--- src/rtl/sdram_cmd_pkg.sv ---
package sdram_cmd_pkg;
   typedef enum logic [3:0] {
      CMD_DESEL = 4'd0,
      CMD_NOP   = 4'd1,
      CMD_ACT   = 4'd2,
      CMD_RD    = 4'd3,
      CMD_RDA   = 4'd4,
      CMD_WR    = 4'd5,
      CMD_WRA   = 4'd6,
      CMD_PRE   = 4'd7,
      CMD_PREA  = 4'd8,
      CMD_REF   = 4'd9,
      CMD_OTHER = 4'd10
   } cmd_e;
endpackage

--- src/rtl/sdram_cmd_decode.sv ---
module sdram_cmd_decode
   import sdram_cmd_pkg::*;
(
   input  logic cs_n,
   input  logic ras_n,
   input  logic cas_n,
   input  logic we_n,
   input  logic cke,
   input  logic flag_bit,
   output cmd_e cmd
);
   always_comb begin
      if (cs_n) begin
         cmd = CMD_DESEL;
      end else begin
         unique case ({ras_n, cas_n, we_n})
            3'b111:  cmd = CMD_NOP;
            3'b011:  cmd = CMD_ACT;
            3'b101:  cmd = flag_bit ? CMD_RDA : CMD_RD;
            3'b100:  cmd = flag_bit ? CMD_WRA : CMD_WR;
            3'b010:  cmd = flag_bit ? CMD_PREA : CMD_PRE;
            3'b001:  cmd = cke ? CMD_REF : CMD_OTHER;
            default: cmd = CMD_OTHER;
         endcase
      end
   end
endmodule

--- src/rtl/sdram_bank_slot.sv ---
module sdram_bank_slot #(
   parameter int ROW_W = 12,
   parameter int CNT_W = 4
) (
   input  logic             clk,
   input  logic             rst_n,
   input  logic             open_go,
   input  logic             close_go,
   input  logic             arm_go,
   input  logic [CNT_W-1:0] arm_val,
   input  logic [ROW_W-1:0] row_in,
   output logic             active,
   output logic             pending,
   output logic [ROW_W-1:0] row
);
   logic [CNT_W-1:0] cnt;

   always_ff @(posedge clk or negedge rst_n) begin
      if (!rst_n) begin
         active  <= 1'b0;
         pending <= 1'b0;
         cnt     <= '0;
         row     <= '0;
      end else begin
         if (open_go) begin
            active <= 1'b1;
            row    <= row_in;
         end
         if (close_go) begin
            active  <= 1'b0;
            pending <= 1'b0;
         end else if (arm_go) begin
            pending <= 1'b1;
            cnt     <= arm_val;
         end else if (pending) begin
            if (cnt == '0) begin
               active  <= 1'b0;
               pending <= 1'b0;
            end else begin
               cnt <= cnt - 1'b1;
            end
         end
      end
   end


   act_open_chk: assert property (@(posedge clk) disable iff (!rst_n)
      open_go |=> active && row == $past(row_in));

   ap_close_chk: assert property (@(posedge clk) disable iff (!rst_n)
      (pending && cnt == '0 && !close_go) |=> !active);

   pre_close_chk: assert property (@(posedge clk) disable iff (!rst_n)
      close_go |=> !active && !pending);

   pend_active_chk: assert property (@(posedge clk) disable iff (!rst_n)
      pending |-> active);
endmodule

--- src/rtl/sdram_cmd_tracker.sv ---
module sdram_cmd_tracker
   import sdram_cmd_pkg::*;
#(
   parameter int NUM_BANKS = 4,
   parameter int ADDR_W    = 12,
   parameter int FLAG_BIT  = 10,
   parameter int CNT_W     = 4,
   localparam int BA_W     = $clog2(NUM_BANKS)
) (
   input  logic                       clk,
   input  logic                       rst_n,
   input  logic                       cke,
   input  logic                       cs_n,
   input  logic                       ras_n,
   input  logic                       cas_n,
   input  logic                       we_n,
   input  logic [BA_W-1:0]            ba,
   input  logic [ADDR_W-1:0]          addr,
   input  logic [CNT_W-1:0]           ap_len,
   output logic [3:0]                 cmd_code,
   output logic [BA_W-1:0]            cmd_bank,
   output logic                       illegal,
   output logic [NUM_BANKS-1:0]       bank_active,
   output logic [NUM_BANKS*ADDR_W-1:0] open_rows,
   output logic                       all_idle
);
   if (FLAG_BIT >= ADDR_W) begin : g_bad_flag
      $error("FLAG_BIT must index into the address bus");
   end
   if ((1 << BA_W) != NUM_BANKS || NUM_BANKS < 2) begin : g_bad_banks
      $error("NUM_BANKS must be a power of two, at least 2");
   end
   if (CNT_W < 1) begin : g_bad_cnt
      $error("CNT_W must be at least 1");
   end

   cmd_e                 cmd;
   logic [NUM_BANKS-1:0] sel, pend, open_go, close_go, arm_go;
   logic [CNT_W-1:0]     arm_val;
   logic                 is_act, is_rw, is_ap, is_ref, cur_act, cur_pend, bad;

   sdram_cmd_decode u_dec (
      .cs_n(cs_n), .ras_n(ras_n), .cas_n(cas_n), .we_n(we_n),
      .cke(cke), .flag_bit(addr[FLAG_BIT]), .cmd(cmd)
   );

   assign is_act   = (cmd == CMD_ACT);
   assign is_ap    = (cmd == CMD_RDA) || (cmd == CMD_WRA);
   assign is_rw    = is_ap || (cmd == CMD_RD) || (cmd == CMD_WR);
   assign is_ref   = (cmd == CMD_REF);
   assign cur_act  = |(bank_active & sel);
   assign cur_pend = |(pend & sel);
   assign bad      = (is_act && cur_act) || (is_rw && (!cur_act || cur_pend))
                   || (is_ref && !all_idle);
   assign arm_val  = (ap_len == '0) ? '0 : ap_len - 1'b1;
   assign all_idle = ~|bank_active;

   for (genvar i = 0; i < NUM_BANKS; i++) begin : g_bank
      assign sel[i]      = (ba == BA_W'(i));
      assign open_go[i]  = is_act && sel[i] && !bad;
      assign arm_go[i]   = is_ap && sel[i] && !bad;
      assign close_go[i] = (cmd == CMD_PREA) || ((cmd == CMD_PRE) && sel[i]);

      sdram_bank_slot #(.ROW_W(ADDR_W), .CNT_W(CNT_W)) u_slot (
         .clk(clk), .rst_n(rst_n),
         .open_go(open_go[i]), .close_go(close_go[i]),
         .arm_go(arm_go[i]), .arm_val(arm_val), .row_in(addr),
         .active(bank_active[i]), .pending(pend[i]),
         .row(open_rows[i*ADDR_W +: ADDR_W])
      );
   end

   always_ff @(posedge clk or negedge rst_n) begin
      if (!rst_n) begin
         cmd_code <= 4'd0;
         cmd_bank <= '0;
         illegal  <= 1'b0;
      end else begin
         cmd_code <= cmd;
         cmd_bank <= ba;
         illegal  <= bad;
      end
   end


   desel_chk: assert property (@(posedge clk) disable iff (!rst_n)
      cs_n |=> cmd_code == 4'd0 && !illegal);

   illegal_hold_chk: assert property (@(posedge clk) disable iff (!rst_n)
      (bad && pend == '0) |=> bank_active == $past(bank_active));

   prea_chk: assert property (@(posedge clk) disable iff (!rst_n)
      (cmd == CMD_PREA) |=> bank_active == '0);

   idle_chk: assert property (@(posedge clk) disable iff (!rst_n)
      all_idle == (bank_active == '0));
endmodule

--- config.mk ---
export PLATFORM = sky130hd
export DESIGN_NAME = sdram_cmd_tracker
export DESIGN_NICKNAME = d
export VERILOG_FILES = /design/src/rtl/sdram_cmd_pkg.sv /design/src/rtl/sdram_cmd_decode.sv /design/src/rtl/sdram_bank_slot.sv /design/src/rtl/sdram_cmd_tracker.sv
export SDC_FILE = /design/constraint.sdc
export NUM_CORES = 1
export LEC_CHECK = 0
export CAP_MARGIN = 20
export CELL_PAD_IN_SITES_DETAIL_PLACEMENT = 1
export CELL_PAD_IN_SITES_GLOBAL_PLACEMENT = 2
export CORE_MARGIN = 2
export CORE_UTILIZATION = 29
export DETAILED_ROUTE_END_ITERATION = 8
export DONT_BUFFER_PORTS = 1
export PLACE_DENSITY = 0.64
export SLEW_MARGIN = 10
export SYNTH_ARGS = -nofsm -noshare
export SYNTH_HDL_FRONTEND = slang
export SYNTH_SLANG_ARGS = --single-unit
--- constraint.sdc ---
create_clock -name clk -period 4.25 [get_ports clk]
set_input_delay 0.2125 -clock clk [delete_from_list [all_inputs] [get_ports clk]]
set_output_delay 0.2125 -clock clk [all_outputs]
set_load 0.02 [all_outputs]
==> results.yml <==
clock_tree:
  cts_tree: "yes"
  clockBufferDepth: 2
  path_clk_slew_ns: 0.06
  cts_root_buf: "clkbuf_16"
  ctsHoldBuffers: 6
  cts_num_sinks: 79
  clock_latency_ns: 0.34
  cts_max_level: 3
  cts_setup_buffers: 0
  cts_buffers: 9
  cts_resized: 0
placement:
  dpl.cell_count: 478
  hpwl_um: 6800
  dp_slack_ns: 1.26
  io_buffer_count: 0
  gp_congestion: 0.780
setup_path:
  reg2regPathDepth: 7
  worstPathArrival_ns: 2.79
  cp.depth: 7
  crit_type: "reg -> reg"
  crit_required_ns: 4.46
  crit_chain: "mux4_1, and2b_2, or2b_2, o41ai_4, nor3_2, buf_4, mux2_2"
  worst-path-buf-inv: 1
  startpoint_type: "flop"
  critPathMaxFanout: 11
  cpLargestDelayFamily: "multiplexers"
  cpMaxStageDelayCell: "mux4_1"
  cp-end-kind: "flop"
  critical-path-max-stage-delay_ns: 0.51
final_layout:
  final_common_cell: "dfrtp_1"
  nNetsFinal: 353
  drive_gt1_share_pct: 24.3
  n_antenna_cell: 0
  nFillCells: 1422
  final_cell_mix: "dfrtp_1, mux2_2, o21ai_0, a21oi_1, nor2_1"
  layoutNonFillerInstCount: 501
  syn_to_final_growth_pct: 13.2
global_routing:
  grt_pass1_vias: 2753
  grt_max_degree: 80
  antenna_found_initial: 0
  grt_pass1_wl_um: 15400
  grt_overflow: 0
  gr-usage-all-layers_pct: 14.1
synth:
  synthFlopType: "dfrtp_1"
  synth_adder_area_share_pct: 1.31
  syn_nets: 347
  synth_warnings: 0
  synth_compound_area_share_pct: 12.1
  syn-instance-count: 318
  synth_cell_types: 45
  syn_area_mm2: 0.00382
  synth_edf_count: 0
  synthTopCellsByArea: "dfrtp_1, mux2_2, mux2_4"
  yosys.area_share.xor_xnor_pct: 0
  synth_top_family_by_area: "multiplexers"
  syn_avg_cell_area_um2: 12.0
  synth_top_area_cell: "dfrtp_1"
  synth_top_area_share_pct: 51.8
  ys_ff_latch: 79
  synth-simple-area-share_pct: 11.4
  async_flop_share_pct: 100
  ys_seq_area_share_pct: 51.8
  synthMuxAreaShare_pct: 19.1
route:
  drcViolationCount: 0
  wl_per_cell_um: 18.9
  drt_iter0_markers: 84
  detail-route-antenna-nets: 0
  vias: 2520
  viasPerCell: 5.03
  drt_first_pass_iters: 4
  wl_um: 9480
timing:
  setup_viol: 0
  final.min_clock_period_ns: 2.57
  fmax_ghz: 0.389
  max_slew.worst_pin.slew_ns: 0.522
  timing.final.crit_share_pct: 60.5
  skew_ns: 0.00642
  finalWorstSetupSlack_ns: 1.68
  slew_headroom_pct: 65.0
  rsz0062_at_grt: "false"
  maxSlewViolCount: 0
  hold_violations: 0
  setup_tns_ns: 0
floorplan:
  floorplan.die.width_um: 119
  core_area_mm2: 0.0127
  start_util_pct: 30.0
  die_h_um: 119
  std_cell_rows: 41
  io_pins: 85
  die-area_mm2: 0.0141
power_and_ir_drop:
  irDropWorstVdd_uv: 280
  leakage_nw: 1.88
  powerDensity_mw_per_mm2: 558
  p_total_mw: 2.41
worst_hold_path:
  min_path_cells: 1
  hp-class: "in -> reg"
flow_run:
  drv_cap: 0
status:
  status: "finished clean"
final timing paths:
kind                                                     start                              endpoint  slack (ns)
max in group asynchronous                                rst_n                 cmd_code[3]$_DFF_PN0_        3.50
setup reg to reg            g_bank[1].u_slot.pending$_DFF_PN0_  g_bank[3].u_slot.row[11]$_DFFE_PN0P_        1.68
hold reg to reg            g_bank[0].u_slot.cnt[2]$_DFFE_PN0P_   g_bank[0].u_slot.cnt[2]$_DFFE_PN0P_        0.55
hold / removal                                         addr[8]   g_bank[2].u_slot.row[8]$_DFFE_PN0P_        0.02
min in group asynchronous                                rst_n   g_bank[2].u_slot.cnt[1]$_DFFE_PN0P_        0.43
setup / recovery            g_bank[1].u_slot.pending$_DFF_PN0_  g_bank[3].u_slot.row[11]$_DFFE_PN0P_        1.68
final cells by class:
class / instances / area [µm²] / area share (%)
sequential: 79 / 1980 / 45.8
multi-input combinational: 210 / 1680 / 38.9
clock buffer: 13 / 240 / 5.56
tap: 172 / 215 / 4.98
timing repair buffer: 11 / 115 / 2.66
inverter: 13 / 48.8 / 1.13
clock inverter: 3 / 43.8 / 1.01
registers in the layout, summed over array words and instances, names as in the netlist:
signal                 count
g_bank.u_slot.row         48
g_bank.u_slot.cnt         16
cmd_code                   4
g_bank.u_slot.active       4
g_bank.u_slot.pending      4
cmd_bank                   2
illegal                    1
power by group:
group	total (mW)	internal [mW]	switching, mW
Clock	0.748	0.456	0.292
Sequential	1.21	0.929	0.280
Combinational	0.455	0.238	0.217
cells in the mapped netlist (2+ instances only):
cell type / instances
o21a_1: 9
buf_2: 4
buf_4: 4
dfrtp_1: 79
clkbuf_1: 4
and4_1: 4
inv_1: 13
and3b_1: 3
nor3_2: 4
a21oi_1: 23
ha_1: 4
nand2_1: 7
and3_1: 2
nor2_1: 14
mux2_2: 37
nor3_1: 10
nor3b_1: 3
o21ai_0: 29
nand4_1: 2
mux2_4: 13
nand2b_1: 7
buf_6: 4
nand3_1: 4
mux2i_1: 7
o21bai_1: 5
nor2b_1: 4
cell families after synthesis:
logic type               after synthesis
AND/OR/NAND/NOR                       73
adder cells (fa/ha/maj)                4
multiplexers                          59
buffers and inverters                 29
AO/OA/AOI/OAI                         74
flip-flops                            79
per-stage QoR:
| step | hold WS (ns) | cell area [µm²] | utilization (%) |
|---|---|---|---|
| after global placement | -0.0777 | 3950 | 31.1 |
| after global routing | 0.00927 | 4320 | 34.0 |
| after floorplan | -0.0831 | 3820 | - |
| final | 0.0236 | 4320 | 34.0 |
| after CTS | 0.0106 | 4310 | 33.9 |
| after detailed placement | -0.0780 | 3950 | 31.1 |
metal layers:
layer,part of all wire (%),GRT usage (%)
met1,44,18.0
met2,48,21.8
met3,6.5,5.45
met4,1.5,4.84
met5,0,0
(Power assumes the default switching activity.)
